===== config.mk =====
export PLATFORM = sky130hd
export DESIGN_NAME = ccs_engine
export DESIGN_NICKNAME = d
export VERILOG_FILES = /design/src/rtl/ccs_pkg.sv /design/src/rtl/ccs_lookup.sv /design/src/rtl/ccs_victim.sv /design/src/rtl/ccs_msg_slot.sv /design/src/rtl/ccs_engine.sv
export SDC_FILE = /design/constraint.sdc
export NUM_CORES = 1
export LEC_CHECK = 0
export BUFFER_PORTS_ARGS = -buffer_cell sky130_fd_sc_hd__buf_2
export CAP_MARGIN = 5
export CELL_PAD_IN_SITES_DETAIL_PLACEMENT = 1
export CELL_PAD_IN_SITES_GLOBAL_PLACEMENT = 2
export CORE_MARGIN = 2
export CORE_UTILIZATION = 30
export DETAILED_ROUTE_END_ITERATION = 16
export PLACE_DENSITY_LB_ADDON = 0.1
export SLEW_MARGIN = 5
export SYNTH_ARGS = -nofsm -noshare
export SYNTH_HDL_FRONTEND = slang
export SYNTH_SLANG_ARGS = --single-unit

===== constraint.sdc =====
create_clock -name clk -period 6.4 [get_ports clk]
set_input_delay 0.32 -clock clk [delete_from_list [all_inputs] [get_ports clk]]
set_output_delay 0.32 -clock clk [all_outputs]
set_load 0.02 [all_outputs]

===== src/rtl/ccs_pkg.sv =====
`timescale 1ns/1ps
package ccs_pkg;
  typedef enum logic [1:0] {OP_LOAD = 2'd0, OP_STORE = 2'd1, OP_COMMIT = 2'd2, OP_RECON = 2'd3} op_e;
  typedef enum logic [1:0] {MSG_CREQ = 2'd0, MSG_CACHE = 2'd1, MSG_WB = 2'd2, MSG_WBACK = 2'd3} msg_e;
  typedef enum logic [2:0] {ST_INV = 3'd0, ST_CLEAN = 3'd1, ST_DIRTY = 3'd2,
                            ST_FETCHW = 3'd3, ST_FLUSHW = 3'd4} cst_e;
endpackage


===== src/rtl/ccs_lookup.sv =====
`timescale 1ns/1ps
module ccs_lookup import ccs_pkg::*; #(
  parameter int CELLS  = 4,
  parameter int ADDR_W = 8,
  localparam int IDX_W = $clog2(CELLS)
) (
  input  logic [CELLS-1:0][2:0]        st,
  input  logic [CELLS-1:0][ADDR_W-1:0] addr,
  input  logic [ADDR_W-1:0]            key,
  output logic                         hit,
  output logic [IDX_W-1:0]             idx
);
  always_comb begin
    hit = 1'b0;
    idx = '0;
    for (int i = 0; i < CELLS; i++) begin
      if (st[i] != ST_INV && addr[i] == key) begin
        hit = 1'b1;
        idx = IDX_W'(i);
      end
    end
  end
endmodule


===== src/rtl/ccs_victim.sv =====
`timescale 1ns/1ps
module ccs_victim import ccs_pkg::*; #(
  parameter int CELLS = 4,
  localparam int IDX_W = $clog2(CELLS)
) (
  input  logic [CELLS-1:0][2:0] st,
  output logic                  has_free,
  output logic [IDX_W-1:0]      free_idx,
  output logic                  has_clean,
  output logic [IDX_W-1:0]      clean_idx,
  output logic                  has_dirty,
  output logic [IDX_W-1:0]      dirty_idx
);
  logic [CELLS-1:0] is_free, is_clean, is_dirty;

  for (genvar g = 0; g < CELLS; g++) begin : g_cls
    assign is_free[g]  = (st[g] == ST_INV);
    assign is_clean[g] = (st[g] == ST_CLEAN);
    assign is_dirty[g] = (st[g] == ST_DIRTY);
  end

  // lowest index wins: scan downward so the last hit is the smallest
  always_comb begin
    free_idx = '0; clean_idx = '0; dirty_idx = '0;
    for (int i = CELLS - 1; i >= 0; i--) begin
      if (is_free[i])  free_idx  = IDX_W'(i);
      if (is_clean[i]) clean_idx = IDX_W'(i);
      if (is_dirty[i]) dirty_idx = IDX_W'(i);
    end
  end

  assign has_free  = |is_free;
  assign has_clean = |is_clean;
  assign has_dirty = |is_dirty;
endmodule


===== src/rtl/ccs_msg_slot.sv =====
`timescale 1ns/1ps
module ccs_msg_slot #(
  parameter int ADDR_W = 8,
  parameter int DATA_W = 16
) (
  input  logic              clk,
  input  logic              rst_n,
  input  logic              issue,
  input  logic [1:0]        kind,
  input  logic [ADDR_W-1:0] addr,
  input  logic [DATA_W-1:0] data,
  output logic              busy,
  output logic              out_valid,
  input  logic              out_ready,
  output logic [1:0]        out_kind,
  output logic [ADDR_W-1:0] out_addr,
  output logic [DATA_W-1:0] out_data
);
  always_ff @(posedge clk) begin
    if (!rst_n) begin
      out_valid <= 1'b0;
      out_kind  <= '0;
      out_addr  <= '0;
      out_data  <= '0;
    end else if (issue) begin
      out_valid <= 1'b1;
      out_kind  <= kind;
      out_addr  <= addr;
      out_data  <= data;
    end else if (out_valid && out_ready) begin
      out_valid <= 1'b0;
    end
  end

  assign busy = out_valid;
endmodule


===== src/rtl/ccs_engine.sv =====
`timescale 1ns/1ps
module ccs_engine import ccs_pkg::*; #(
  parameter int ADDR_W = 8,
  parameter int DATA_W = 16,
  parameter int TAG_W  = 4,
  parameter int CELLS  = 4
) (
  input  logic              clk,
  input  logic              rst_n,
  input  logic              req_valid,
  output logic              req_ready,
  input  logic [1:0]        req_op,
  input  logic [TAG_W-1:0]  req_tag,
  input  logic [ADDR_W-1:0] req_addr,
  input  logic [DATA_W-1:0] req_data,
  output logic              rsp_valid,
  input  logic              rsp_ready,
  output logic [TAG_W-1:0]  rsp_tag,
  output logic              rsp_is_load,
  output logic [DATA_W-1:0] rsp_data,
  output logic              mo_valid,
  input  logic              mo_ready,
  output logic [1:0]        mo_kind,
  output logic [ADDR_W-1:0] mo_addr,
  output logic [DATA_W-1:0] mo_data,
  input  logic              mi_valid,
  output logic              mi_ready,
  input  logic [1:0]        mi_kind,
  input  logic [ADDR_W-1:0] mi_addr,
  input  logic [DATA_W-1:0] mi_data
);
  localparam int IDX_W = $clog2(CELLS);

  logic [CELLS-1:0][2:0]        st_q;
  logic [CELLS-1:0][ADDR_W-1:0] addr_q;
  logic [CELLS-1:0][DATA_W-1:0] data_q;

  logic             r_hit, m_hit;
  logic [IDX_W-1:0] r_idx, m_idx;
  logic             has_free, has_clean, has_dirty;
  logic [IDX_W-1:0] free_idx, clean_idx, dirty_idx;
  logic             mo_busy;

  ccs_lookup #(.CELLS(CELLS), .ADDR_W(ADDR_W)) u_req_lu (
    .st(st_q), .addr(addr_q), .key(req_addr), .hit(r_hit), .idx(r_idx));
  ccs_lookup #(.CELLS(CELLS), .ADDR_W(ADDR_W)) u_mi_lu (
    .st(st_q), .addr(addr_q), .key(mi_addr), .hit(m_hit), .idx(m_idx));
  ccs_victim #(.CELLS(CELLS)) u_victim (
    .st(st_q), .has_free(has_free), .free_idx(free_idx), .has_clean(has_clean),
    .clean_idx(clean_idx), .has_dirty(has_dirty), .dirty_idx(dirty_idx));

  logic [2:0]        r_st, m_st;
  logic              can_done, on_acc;
  logic              iss;
  logic [1:0]        iss_kind;
  logic [ADDR_W-1:0] iss_addr;
  logic [DATA_W-1:0] iss_data;
  logic              upd, upd_addr_en, upd_data_en;
  logic [IDX_W-1:0]  upd_idx;
  logic [2:0]        upd_st;
  logic [DATA_W-1:0] upd_data;
  logic              upd_fire, iss_fire, accept;

  assign r_st = st_q[r_idx];
  assign m_st = st_q[m_idx];

  always_comb begin
    can_done = 1'b0; on_acc = 1'b0;
    iss = 1'b0; iss_kind = MSG_CREQ; iss_addr = req_addr; iss_data = '0;
    upd = 1'b0; upd_idx = r_idx; upd_st = ST_INV;
    upd_addr_en = 1'b0; upd_data_en = 1'b0; upd_data = req_data;
    if (mi_valid) begin
      // replies have priority; stray replies are dropped
      if (m_hit && ((mi_kind == MSG_CACHE && m_st == ST_FETCHW) ||
                    (mi_kind == MSG_WBACK && m_st == ST_FLUSHW))) begin
        upd = 1'b1; upd_idx = m_idx; upd_st = ST_CLEAN;
        upd_data_en = (mi_kind == MSG_CACHE); upd_data = mi_data;
      end
    end else begin
      case (req_op)
        OP_LOAD, OP_STORE: begin
          if (r_hit) begin
            if (r_st == ST_CLEAN || r_st == ST_DIRTY) begin
              can_done = 1'b1;
              if (req_op == OP_STORE) begin
                on_acc = 1'b1; upd = 1'b1; upd_st = ST_DIRTY; upd_data_en = 1'b1;
              end
            end
          end else if (!mo_busy) begin
            if (has_free || has_clean) begin
              upd = 1'b1; upd_idx = has_free ? free_idx : clean_idx;
              upd_st = ST_FETCHW; upd_addr_en = 1'b1;
              iss = 1'b1; iss_kind = MSG_CREQ;
            end else if (has_dirty) begin
              upd = 1'b1; upd_idx = dirty_idx; upd_st = ST_FLUSHW;
              iss = 1'b1; iss_kind = MSG_WB;
              iss_addr = addr_q[dirty_idx]; iss_data = data_q[dirty_idx];
            end
          end
        end
        OP_COMMIT: begin
          if (!r_hit || r_st == ST_CLEAN) begin
            can_done = 1'b1;
          end else if (r_st == ST_DIRTY && !mo_busy) begin
            upd = 1'b1; upd_st = ST_FLUSHW;
            iss = 1'b1; iss_kind = MSG_WB; iss_data = data_q[r_idx];
          end
        end
        default: begin
          if (!r_hit || r_st == ST_DIRTY) begin
            can_done = 1'b1;
          end else if (r_st == ST_CLEAN) begin
            can_done = 1'b1; on_acc = 1'b1; upd = 1'b1; upd_st = ST_INV;
          end
        end
      endcase
    end
  end

  assign req_ready = can_done && !rsp_valid;
  assign accept    = req_ready && req_valid;
  assign upd_fire  = mi_valid ? upd : (upd && req_valid && (!on_acc || !rsp_valid));
  assign iss_fire  = iss && req_valid && !mi_valid;
  assign mi_ready  = 1'b1;

  for (genvar g = 0; g < CELLS; g++) begin : g_cell
    always_ff @(posedge clk) begin
      if (!rst_n) begin
        st_q[g]   <= ST_INV;
        addr_q[g] <= '0;
        data_q[g] <= '0;
      end else if (upd_fire && upd_idx == IDX_W'(g)) begin
        st_q[g] <= upd_st;
        if (upd_addr_en) addr_q[g] <= req_addr;
        if (upd_data_en) data_q[g] <= upd_data;
      end
    end
  end

  always_ff @(posedge clk) begin
    if (!rst_n) begin
      rsp_valid <= 1'b0; rsp_tag <= '0; rsp_is_load <= 1'b0; rsp_data <= '0;
    end else if (accept) begin
      rsp_valid   <= 1'b1;
      rsp_tag     <= req_tag;
      rsp_is_load <= (req_op == OP_LOAD);
      rsp_data    <= (req_op == OP_LOAD) ? data_q[r_idx] : '0;
    end else if (rsp_valid && rsp_ready) begin
      rsp_valid <= 1'b0;
    end
  end

  ccs_msg_slot #(.ADDR_W(ADDR_W), .DATA_W(DATA_W)) u_mo (
    .clk(clk), .rst_n(rst_n), .issue(iss_fire), .kind(iss_kind), .addr(iss_addr),
    .data(iss_data), .busy(mo_busy), .out_valid(mo_valid), .out_ready(mo_ready),
    .out_kind(mo_kind), .out_addr(mo_addr), .out_data(mo_data));
endmodule


After elaboration in Yosys (flattened, before gate mapping)
Cells that the tools add are included.
{ "totals": {"reg_bits": 157, "out_inout_bits": 51, "in_bits": 62, "word_cells": 227} }
{ "op_classes": {"reduce_logical": 59, "mux": 118, "magnitude_cmp": 3, "n_eq_ne": 27} }
{ "op_table": {"columns": ["cell", "n"], "rows": [
  ["16-bit 2-to-1 mux", 12],
  ["2-bit 2-to-1 mux", 33],
  ["16-bit binary-select mux with 2-bit select", 2],
  ["8-bit equality test", 8],
  ["8-bit 2-to-1 mux", 7],
  ["1-bit 2-to-1 mux", 45],
  ["16-bit one-hot mux with 2 select lines", 1],
  ["3-bit 2-to-1 mux", 9],
  ["1-bit logical AND", 24],
  ["3-bit by 2-bit equality test with 1-bit output (second input constant)", 6],
  ["8-bit binary-select mux with 2-bit select", 1],
  ["2-bit AND reduction", 8],
  ["3-bit by 1-bit equality test with 1-bit output (second input constant)", 5],
  ["3-bit binary-select mux with 2-bit select", 2],
  ["3-bit logical NOT", 4],
  ["3-bit nonzero test", 4],
  ["4-bit OR reduction", 3],
  ["2-bit by 3-bit < comparator with 1-bit output (second input constant)", 3],
  ["2-bit equality test (second input constant)", 4],
  ["1-bit one-hot mux with 2 select lines", 4],
  ["2-bit by 1-bit equality test with 1-bit output (second input constant)", 3],
  ["1-bit logical OR", 6],
  ["3-bit one-hot mux with 2 select lines", 1],
  ["1-bit logical NOT", 5],
  ["5 further kinds", 7]
]} }

Logic depth before layout (Yosys ltp)
Gate-level depths: netlist of run 1.
{ "depth": {"ltp_word": 19, "depth_mapped": 16, "ltp_nobuf": 10} }

By module
Synthesis of run 1 repeated with hierarchy kept, for this count alone.
{ "unflattened": {"hier_cells": 908, "hier_area_um2": 8867.3} }
{ "modules_own_cells": {"columns": ["module", "area_each_um2", "seq_area_each_um2", "cells_each", "n_inst"], "rows": [
  ["ccs_engine", 6820.3, 2602.5, 681, 1],
  ["ccs_msg_slot", 1043.5, 540.5, 87, 1],
  ["ccs_lookup", 409.1, 0.0, 54, 2],
  ["ccs_victim", 185.2, 0.0, 32, 1]
]} }

Worst setup path before layout of run 1
Ideal clock, no wire load.
{ "synth_path": {"path_kind": "input to register", "start": "input req_addr[7]", "end": "register data_q[21] (netlist name)", "path_buffers": 4, "t_arrival_ns": 3.239, "path_slack_ns": 3.090, "t_required_ns": 6.328, "stages": 14, "path_cell_list": "buf_4 xnor2_1 nand4_1 or3_1 buf_2 o211a_1 o31a_1 a2111oi_4 o32ai_2 or4b_4 a21boi_1 buf_4 buf_8 mux2i_1"} }
{ "synth_via": {"elab_chain_cells": 19, "elab_cells_between_ends": 52, "cone_classes": "eq/ne (7); mux (30); reduce/logical (15)"} }
{ "synth_lines": {"columns": ["item", "line", "source"], "rows": [
  ["from (decl)", "ccs_engine.sv:14", "input logic [ADDR_W-1:0] req_addr,"],
  ["8-bit equality test", "ccs_lookup.sv:17", "if (st[i] != ST_INV && addr[i] == key) begin"],
  ["1-bit logical AND", "ccs_lookup.sv:17", null],
  ["1-bit 2-to-1 mux", "ccs_lookup.sv:17", null],
  ["2-bit 2-to-1 mux (2 in series)", "ccs_lookup.sv:17", null],
  ["3-bit binary-select mux with 2-bit select", "ccs_engine.sv:64", "assign r_st = st_q[r_idx];"],
  ["3-bit 2-to-1 mux (implied by the code)", "ccs_engine.sv:64", null],
  ["3-bit by 1-bit equality test with 1-bit output / 3-bit by 2-bit equality test with 1-bit output (equally long branches)", null, null],
  ["1-bit logical OR", "ccs_engine.sv:83", "if (r_st == ST_CLEAN || r_st == ST_DIRTY) begin"],
  ["[2 not listed]", null, null],
  ["1-bit one-hot mux with 2 select lines", "ccs_engine.sv:80", "case (req_op)"],
  ["1-bit 2-to-1 mux", "ccs_engine.sv:72", "if (mi_valid) begin"],
  ["1-bit logical NOT", "ccs_engine.sv:122", "assign upd_fire = mi_valid ? upd : (upd && req_valid && (!on_acc || !rsp_valid));"],
  ["1-bit logical OR", "ccs_engine.sv:122", null],
  ["1-bit logical AND", "ccs_engine.sv:122", null],
  ["1-bit 2-to-1 mux", "ccs_engine.sv:122", null],
  ["1-bit logical AND", "ccs_engine.sv:132", "end else if (upd_fire && upd_idx == IDX_W'(g)) begin"],
  ["2-bit AND reduction (no line) (*)", null, null],
  ["to (signal, indexed assignment)", "ccs_engine.sv:135", "if (upd_data_en) data_q[g] <= upd_data;"],
  ["to (decl)", "ccs_engine.sv:36", "logic [CELLS-1:0][DATA_W-1:0] data_q;"]
]} }
Every way passes the cells marked *; elsewhere a longest branch is shown, timed or not. The select of a mux whose other input is x is not followed.
A chain may end at the register's enable or synchronous reset.

Worst setup path after layout of run 1
{ "layout_path": {"start": "register addr_q[28] (netlist name)", "end": "register u_mo.out_addr[7]"} }
{ "layout_via": {"elab_chain_cells": 13, "elab_cells_between_ends": 21, "cone_classes": "eq/ne (3); mux (12); reduce/logical (6)"} }
{ "layout_lines": {"columns": ["item", "line", "source"], "rows": [
  ["from (decl)", "ccs_engine.sv:35", "logic [CELLS-1:0][ADDR_W-1:0] addr_q;"],
  ["from (signal, indexed assignment)", "ccs_engine.sv:134", "if (upd_addr_en) addr_q[g] <= req_addr;"],
  ["8-bit equality test (*)", "ccs_lookup.sv:17", null],
  ["1-bit logical AND (*)", "ccs_lookup.sv:17", null],
  ["2-bit 2-to-1 mux", "ccs_lookup.sv:17", null],
  ["3-bit binary-select mux with 2-bit select", "ccs_engine.sv:64", null],
  ["3-bit 2-to-1 mux (implied by the code)", "ccs_engine.sv:64", null],
  ["3-bit by 2-bit equality test with 1-bit output", "ccs_engine.sv:104", "end else if (r_st == ST_DIRTY && !mo_busy) begin"],
  ["1-bit logical AND", "ccs_engine.sv:104", null],
  ["1-bit 2-to-1 mux", "ccs_engine.sv:104", null],
  ["1-bit 2-to-1 mux", "ccs_engine.sv:102", "if (!r_hit || r_st == ST_CLEAN) begin"],
  ["1-bit one-hot mux with 2 select lines", "ccs_engine.sv:80", null],
  ["1-bit 2-to-1 mux", "ccs_engine.sv:72", null],
  ["1-bit logical AND (2 in series)", "ccs_engine.sv:123", "assign iss_fire = iss && req_valid && !mi_valid;"],
  ["to (signal assigned)", "ccs_msg_slot.sv:28", "out_addr <= addr;"],
  ["to (decl)", "ccs_msg_slot.sv:16", "output logic [ADDR_W-1:0] out_addr,"]
]} }
Marked as above.

==> flow_metrics.tcl, run 1 <==
set metrics [dict create \
    drv_cap 0 \
    setup_tns_ns 0 \
    multi_input_comb_area_mm2 0.00552 \
    final_max_slew_viol_count 0 \
    critPathLaunchType "flop" \
    synth_nets 1071 \
    rsz0062_at_grt "false" \
    hold_class "input port to flop" \
    worstHoldStart "req_tag[3]" \
    finalSetupViolations 0 \
    finalCriticalPeriod_ns 4.80 \
    synth_edf_count 0 \
    clk_latency_ns 0.43 \
    dp_hpwl_um 21500 \
    hold_viol 0 \
    rr_startpoint "addr_q[28]$_SDFFE_PN0P_" \
    layout.nets 1132 \
    whs_endpoint "rsp_tag[3]$_SDFFE_PN0P_" \
    dr_total_vias 7614 \
    ioPinCount 113 \
    cts_tree "yes" \
    synth_area_per_cell_um2 8.96 \
    final_layout_size_suffix_gt1_frac 0.203 \
    cp.arrival_ns 5.13 \
    rr_endpoint "u_mo.out_addr[7]$_SDFFE_PN0P_" \
    vias_per_cell 5.17 \
    post_cts.repair.setup_buffers 0 \
    root_buffer "clkbuf_16" \
    critPathKind "flop to flop" \
    hold_depth 3 \
    drc_errors 0 \
    htreeDepth 4 \
    synth_top_family_by_area "multiplexers" \
    outcome "finished, final reports clean" \
    whs_ns 0.135 \
    synthCells 1009 \
    ff2ff_path_depth 10 \
    critPathLaunch "addr_q[28]$_SDFFE_PN0P_" \
    yosys.area_share.simple 0.198 \
    synthXorXnorAreaFrac 0.0630 \
    synth_area_mm2 0.00904 \
    ir_drop_mv 0.173 \
    initial_core_util 0.305 \
    crit_path_end_kind "flop" \
    routed_wl_um 30600 \
    io_buffer_count 110 \
    mostFrequentLayoutCell "dfxtp_1" \
    gr-usage-all-layers 0.199 \
    grt_max_degree 51 \
    instances_no_fill 1472 \
    synth-adder-area-share 0 \
    ys_seq_area_frac 0.345 \
    antenna_found_initial 1 \
    synth_compound_area_frac 0.128 \
    wl_per_cell_um 20.8 \
    numClockSinks 156 \
    layout.core_utilization 0.351 \
    clk_pin_slew_ns 0.07 \
    ff_latch_area_mm2 0.00312 \
    power_density_mw_per_mm2 205 \
    dieWidth_um 178 \
    die-area_mm2 0.0315 \
    antennaDiodeCount 0 \
    die_h_um 178 \
    yosys_warnings 0 \
    grt_pass1_wl_um 47800 \
    synth_mux_area_frac 0.216 \
    drt_iter0_drc 275 \
    fillers 3500 \
    max_freq_mhz 208 \
    core-area_mm2 0.0296 \
    num_rows 63 \
    critPathRequiredTime_ns 6.73 \
    ant_nets 0 \
    drtPass1Iterations 4 \
    cts_max_path_buffers 2 \
    final_cell_mix "dfxtp_1, nand2_1, mux2i_1" \
    syn_to_final_growth_pct 15.2 \
    overflow 0 \
    worst-path-max-fanout 38 \
    yosysUniqueCellTypes 66 \
    yosys_register_bits 156 \
    synth-main-ff-cell "dfxtp_1" \
    grt_pass1_vias 7791 \
    cts_resized 0 \
    power_leakage_nw 3.85 \
    fin_skew_ns 0.00963 \
    post-route-period-util 0.750 \
    numCtsBuffers 17 \
    slew_headroom 0.379 \
    dp_cells 1441 \
    r2r_setup_slack_ns 1.60 \
    postCtsHoldBufs 0 \
    async_flop_share 0 \
    worst_pin_slew_ns 0.920 \
    gp_congestion 0.823 \
]
## metal layers
layer,global-route usage,wire length (um),vias up
met5,0,11,-
li1,-,-,3739
met4,0.0362,217,2
met2,0.314,13700,122
met1,0.289,15600,3735
met3,0.0287,1060,16
## sequential cells by signal (all words and copies together) (netlist names)
name	cells
addr_q	32
data_q	64
rsp_data	16
rsp_is_load	1
rsp_tag	4
rsp_valid	1
st_q	12
u_mo.busy	1
u_mo.out_addr	8
u_mo.out_data	16
u_mo.out_kind	1
## how the worst max path moves through the flow
stage	end	cells past startpoint
floorplan	data_q[21]$_SDFFE_PN0P_	14
global placement	u_mo.out_addr[3]$_SDFFE_PN0P_	11
detailed placement	u_mo.out_addr[7]$_SDFFE_PN0P_	11
CTS	u_mo.out_addr[7]$_SDFFE_PN0P_	10
global route	u_mo.out_addr[1]$_SDFFE_PN0P_	10
finish	u_mo.out_addr[7]$_SDFFE_PN0P_	10
## area by class of cell
cell class                 count  share of cell area
clock buffer                  20              0.0438
clock inverter                11              0.0106
inverter                       9             0.00324
multi-input combinational    758               0.530
sequential                   156               0.300
tap                          390              0.0468
timing repair buffer         128              0.0661
## kinds of logic after synthesis
family	count (synthesis)
compound gates	165
xor+xnor	65
buf+inv	95
flops	156
mux	173
other cells	2
simple gates	353
## cells in the mapped netlist (3+ instances only)
cell type    n  area, um2
and4_1       7       61.3
or3_1        9       56.3
mux4_2      16        360
xor2_1      17        149
nor4_1      21        131
mux2i_1    141       1410
or4b_1       3       30.0
nor2_1      40        150
o22ai_1      3       18.8
inv_1        8       30.0
nor2b_1     25        156
clkbuf_1    48        180
buf_2       20        100
o2bb2ai_1   16        140
a311oi_1     3       26.3
buf_1        7       26.3
nand2_1    153        574
o211a_1      3       30.0
dfxtp_1    156       3120
and2_1       4       25.0
nand4_1     14       87.6
nand3_1     17       85.1
a211oi_1    34        255
o41ai_1      4       35.0
and3_1       4       25.0
mux2_2      16        180
or2_2        3       18.8
o21ai_2      6       52.6
nor3_1      12       60.1
o31ai_1      4       30.0
nor3_2       3       30.0
a21oi_1     47        235
o21ai_0     23        115
buf_4        7       52.6
nand2b_1    21        131
a21o_1       3       22.5
xnor2_1     48        420
nand3b_1     3       22.5
## where the power goes
group	total (W)	internal (W)	switching, W
Clock	0.00101	0.000559	0.000448
Combinational	0.000151	0.0000522	0.0000990
Sequential	0.000979	0.000975	0.00000397
Total	0.00214	0.00159	0.000551
## critical path: stages (launching register included)
cell and delay [ns]:
dfxtp_1 0.35, xor2_1 0.16, nor4_1 0.65, and4_1 0.82, o31a_1 0.42, nand2_1 0.52, nor3_1 0.46, o21a_2 0.65
buf_4 0.32, nor2_1 0.07, a211oi_1 0.25
## stage by stage
| stage | setup WS, ns | total power (W) | instance area (um2) |
|---|---|---|---|
| floorplan | 3.09 | 0.00110 | 9040 |
| global placement | 1.73 | 0.00115 | 9850 |
| detailed placement | 1.51 | 0.00115 | 9850 |
| CTS | 1.61 | 0.00217 | 10400 |
| global route | 1.22 | 0.00223 | 10400 |
| finish | 1.60 | 0.00214 | 10400 |
No activity file was read; power rests on OpenSTA's default activity.
==> run 2: changes to the inputs <==
==> constraint.sdc (replaced) <==
create_clock -name clk -period 3.85 [get_ports clk]
set_input_delay 0.1925 -clock clk [delete_from_list [all_inputs] [get_ports clk]]
set_output_delay 0.1925 -clock clk [all_outputs]
set_load 0.02 [all_outputs]
==> flow_metrics.tcl, run 2 (same netlist as run 1, synthesis figures left out) <==
set metrics [dict create \
    critPathLaunchType "flop" \
    die-area_mm2 0.0315 \
    overflow 0 \
    regMostFlops "data_q" \
    final_cell_mix "dfxtp_1, nand2_1, mux2i_1" \
    finalSetupViolations 0 \
    dr_total_vias 7742 \
    power_leakage_nw 4.09 \
    final_max_slew_viol_count 0 \
    crit_path_end_kind "flop" \
    final_layout_size_suffix_gt1_frac 0.227 \
    drv_cap 0 \
    rsz0062_at_grt "false" \
    grt_pass1_vias 8054 \
    layout.core_utilization 0.366 \
    numClockSinks 156 \
    slew_headroom 0.442 \
    ant_nets 0 \
    initial_core_util 0.305 \
    num_rows 63 \
    whs_ns 0.0232 \
    htreeDepth 4 \
    hold_class "input port to flop" \
    drtPass1Iterations 4 \
    dp_hpwl_um 22500 \
    pre_cts_slack_ns 0.0826 \
    top_layer "met4" \
    worst_pin_slew_ns 0.831 \
    largest_registers "data_q: 64 flops, addr_q: 32 flops" \
    antennaDiodeCount 0 \
    antenna_found_initial 0 \
    design_area_mm2 0.0108 \
    routed-wl-met3_um 1060 \
    setup_tns_ns 0 \
    grt_max_degree 115 \
    drc_errors 0 \
    finalCriticalPeriod_ns 3.64 \
    post_dp_cell_area_mm2 0.0102 \
    gr-usage-all-layers 0.206 \
    root_buffer "clkbuf_16" \
    io_buffer_count 110 \
    layout.nets 1167 \
    outcome "finished, final reports clean" \
    fin_skew_ns 0.0102 \
    critPathRequiredTime_ns 4.21 \
    clk_latency_ns 0.43 \
    vias_per_cell 5.14 \
    wl_met1_um 16000 \
    critPathKind "flop to flop" \
    wl_met2_um 14200 \
    cts_tree "yes" \
    fillers 3514 \
    ioPinCount 113 \
    worst-path-max-fanout 16 \
    mostFrequentLayoutCell "dfxtp_1" \
    power_density_mw_per_mm2 334 \
    largest_reg_flops 64 \
    cp.arrival_ns 3.99 \
    die_h_um 178 \
    max_freq_mhz 275 \
    numCtsBuffers 17 \
    wl_per_cell_um 21.0 \
    hold_viol 0 \
    clk_pin_slew_ns 0.07 \
    post-route-period-util 0.945 \
    cts_max_path_buffers 2 \
    core-area_mm2 0.0296 \
    drt_iter0_drc 385 \
    gp_congestion 0.819 \
    finalWorstSetupSlack_ns 0.212 \
    grt_pass1_wl_um 48800 \
    post_cts.repair.setup_buffers 0 \
    ir_drop_mv 0.308 \
    dieWidth_um 178 \
    routed_wl_um 31600 \
    syn_to_final_growth_pct 19.9 \
]
[run 2: changes by cell type in the layout (fill, tap and decap cells not counted), moves of 2 or more]
cell and change:
a311oi_1 -2, a311oi_2 +2, buf_12 +8, buf_4 +23
clkinv_4 -3, dlygate4sd3_1 +4, inv_8 +2, nor3_2 -2
nor3_4 +2
[run 2: critical path, cell delays in order, from the launching register on]
cell and delay (ns):
dfxtp_1 0.42, xnor2_1 0.17, nand4_1 0.23, or3_4 0.49, o211a_1 0.15, o31a_1 0.40
a2111oi_4 0.32, o32ai_2 0.18, or4b_4 0.54, a21boi_2 0.23, buf_12 0.22, mux2i_1 0.20
[run 2: through the flow]
step,total power [W],instances
3_3_place_gp,0.00193,1472
4_1_cts,0.00368,1507
3_5_place_dp,0.00193,1472
2_1_floorplan,0.00183,1009
5_1_grt,0.00376,1507
6_report,0.00362,1507
[run 2: worst paths after layout]
path	start	slack, ns	cells past startpoint	to
max	addr_q[19]$_SDFFE_PN0P_	0.21	11	data_q[25]$_SDFFE_PN0P_
min	rsp_ready	0.02	3	rsp_valid$_SDFFE_PN0P_
max reg2reg	addr_q[19]$_SDFFE_PN0P_	0.21	11	data_q[25]$_SDFFE_PN0P_
min reg2reg	rsp_data[5]$_SDFFE_PN0P_	0.46	1	rsp_data[5]$_SDFFE_PN0P_
[run 2: layer usage]
layer,track usage,vias to the layer above
met5,0,-
met4,0.0475,0
met3,0.0283,23
met2,0.328,130
met1,0.293,3795
li1,-,3794
[run 2: where the power goes]
part / total [W] / leakage, nW / switching, W / internal, W
sequential: 0.00163 / 1.26 / 0.00000663 / 0.00162
clock: 0.00173 / 0.273 / 0.000750 / 0.000981
combinational: 0.000266 / 2.56 / 0.000171 / 0.0000959
total: 0.00362 / 4.09 / 0.000928 / 0.00270
[run 2: final cells by class]
class | count | area (um2) | share of cell area
Multi-Input combinational cell | 758 | 5550 | 0.512
Sequential cell | 156 | 3120 | 0.288
Timing Repair Buffer | 163 | 1060 | 0.0979
Tap cell | 390 | 488 | 0.0450
Clock buffer | 20 | 447 | 0.0412
Clock inverter | 11 | 135 | 0.0125
Inverter | 9 | 33.8 | 0.00312
[run 2: repair_timing]
action                     CTS  global route
setup endpoints to repair    0            47
hold endpoints to repair     4             0
hold buffers                 4             0
resized for setup            0             6
==> run 3: changes to the inputs <==
--- a/config.mk
+++ b/config.mk
@@ -5,15 +5,15 @@
 export SDC_FILE = /design/constraint.sdc
 export NUM_CORES = 1
 export LEC_CHECK = 0
-export BUFFER_PORTS_ARGS = -buffer_cell sky130_fd_sc_hd__buf_2
 export CAP_MARGIN = 5
 export CELL_PAD_IN_SITES_DETAIL_PLACEMENT = 1
 export CELL_PAD_IN_SITES_GLOBAL_PLACEMENT = 2
 export CORE_MARGIN = 2
 export CORE_UTILIZATION = 30
 export DETAILED_ROUTE_END_ITERATION = 16
+export DONT_BUFFER_PORTS = 1
 export PLACE_DENSITY_LB_ADDON = 0.1
-export SLEW_MARGIN = 5
+export SLEW_MARGIN = 30
 export SYNTH_ARGS = -nofsm -noshare
 export SYNTH_HDL_FRONTEND = slang
 export SYNTH_SLANG_ARGS = --single-unit
==> constraint.sdc (replaced) <==
create_clock -name clk -period 3.8 [get_ports clk]
set_input_delay 0.19 -clock clk [delete_from_list [all_inputs] [get_ports clk]]
set_output_delay 0.19 -clock clk [all_outputs]
set_load 0.02 [all_outputs]
==> flow_metrics.tcl, run 3 (same netlist as run 1, synthesis figures left out) <==
set metrics [dict create \
    cp_num_cells 14 \
    outcome "finished, final reports clean" \
    cp_num_buf_inv 4 \
    gr-usage-all-layers 0.213 \
    antennaDiodeCount 0 \
    critPathRequiredTime_ns 4.13 \
    crit_family "compound AO/OA/AOI/OAI gates" \
    numCtsBuffers 17 \
    die-area_mm2 0.0315 \
    overflow 0 \
    final_cell_mix "nand2_1, dfxtp_1, mux2i_1" \
    finalCriticalPeriod_ns 3.64 \
    grt_pass1_wl_um 50300 \
    critPathLaunchType "flop" \
    largest_registers "data_q: 64 flops, addr_q: 32 flops" \
    drtPass1Iterations 4 \
    finalSetupViolations 0 \
    gp_congestion 0.815 \
    vias_per_cell 5.30 \
    finalPower_w 0.00361 \
    io_buffer_count 0 \
    ioPinCount 113 \
    final_layout_size_suffix_gt1_frac 0.157 \
    worstPathCellList "buf_4 -> xnor2_1 -> nand4_1 -> nor3_4 -> o211a_1 -> o31a_1 -> buf_4 -> nand3_1 -> a21bo_2 -> a211o_1 -> buf_4 -> nand3_1 -> o21ai_0 -> dlygate4sd3_1" \
    antenna_found_initial 0 \
    clk_pin_slew_ns 0.07 \
    worst-path-max-fanout 9 \
    drt_iter0_drc 421 \
    regMostFlops "data_q" \
    die_h_um 178 \
    routed_wl_um 32600 \
    rr_startpoint "addr_q[14]$_SDFFE_PN0P_" \
    hold_class "input port to flop" \
    ff_latch_area_mm2 0.00313 \
    hold_viol 0 \
    dr_total_vias 7561 \
    ant_nets 0 \
    largest_reg_flops 64 \
    ir_drop_mv 0.280 \
    final_max_slew_viol_count 0 \
    critPathKind "flop to flop" \
    max_freq_mhz 275 \
    critPathLaunch "addr_q[14]$_SDFFE_PN0P_" \
    worst_pin_slew_ns 0.788 \
    drv_cap 0 \
    num_rows 63 \
    drc_errors 0 \
    crit_path_end_kind "flop" \
    cpMostUsedCell "buf_4" \
    clk_latency_ns 0.44 \
    syn_to_final_growth_pct 17.1 \
    fin_skew_ns 0.0108 \
    numClockSinks 156 \
    mostFrequentLayoutCell "nand2_1" \
    max_stage_delay_ns 0.56 \
    htreeDepth 4 \
    slew_headroom 0.469 \
    dp_hpwl_um 22100 \
    post-route-period-util 0.958 \
    rr_endpoint "rsp_tag[2]$_SDFFE_PN0P_" \
    power_leakage_nw 3.72 \
    initial_core_util 0.305 \
    dieWidth_um 178 \
    grt_max_degree 110 \
    fillers 3423 \
    layout.nets 1085 \
    grt_pass1_vias 7901 \
    crit_path_end "rsp_tag[2]$_SDFFE_PN0P_" \
    r2r_setup_slack_ns 0.16 \
    core-area_mm2 0.0296 \
    ff2ff_path_depth 14 \
    pre_cts_slack_ns 0.165 \
    cts_max_path_buffers 2 \
    multi_input_comb_area_mm2 0.00556 \
    power_density_mw_per_mm2 341 \
    slowest_stage "dlygate4sd3_1" \
    cp.arrival_ns 3.97 \
    wl_per_cell_um 22.9 \
    finalWorstSetupSlack_ns 0.160 \
    cts_tree "yes" \
    root_buffer "clkbuf_16" \
]
==> run 3: metal layers <==
layer | track usage | routed length (um)
met1 | 0.296 | 15900
met2 | 0.338 | 14700
met3 | 0.0422 | 1460
met4 | 0.0495 | 454
met5 | 0 | 0
==> run 3: timing repair <==
action,in CTS,in global routing
setup buffers,0,2
hold buffers,22,0
hold endpoints to repair,116,0
setup endpoints to repair,0,108
resized for setup,0,11
==> run 3: final cells by class <==
cell class / count / area share
clock inverters: 13 / 0.0125
multi-input cells: 758 / 0.525
well taps: 390 / 0.0461
clock buffers: 19 / 0.0418
flip-flops and latches: 156 / 0.295
inverters: 9 / 0.00319
repair buffers: 81 / 0.0761
==> run 3: worst min-delay path by stage <==
stage | to | cells after the start | from | slack [ns]
floorplan | rsp_tag[0]$_SDFFE_PN0P_ | 2 | req_tag[0] | 0.33
global placement | rsp_tag[2]$_SDFFE_PN0P_ | 2 | req_tag[2] | 0.33
detailed placement | rsp_tag[2]$_SDFFE_PN0P_ | 2 | req_tag[2] | 0.34
CTS | addr_q[22]$_SDFFE_PN0P_ | 2 | req_addr[6] | 0.002
global route | addr_q[22]$_SDFFE_PN0P_ | 2 | req_addr[6] | 0.005
finish | addr_q[22]$_SDFFE_PN0P_ | 2 | req_addr[6] | 0.005
==> run 3: metrics by stage <==
step	instances	hold WS [ns]	setup TNS, ns	utilization	cell area, um2
detailed placement	1370	0.341	0	0.328	9720
CTS	1424	0.00194	0	0.355	10500
global placement	1370	0.333	0	0.328	9720
finish	1426	0.00456	0	0.357	10600
floorplan	1009	0.330	0	-	9040
global route	1426	0.00546	-0.0300	0.357	10600
==> run 3: report_power, final <==
group	switching, W	internal (W)	total (W)
sequential	0.0000164	0.00164	0.00166
clock	0.000798	0.000940	0.00174
combinational	0.000127	0.0000858	0.000213
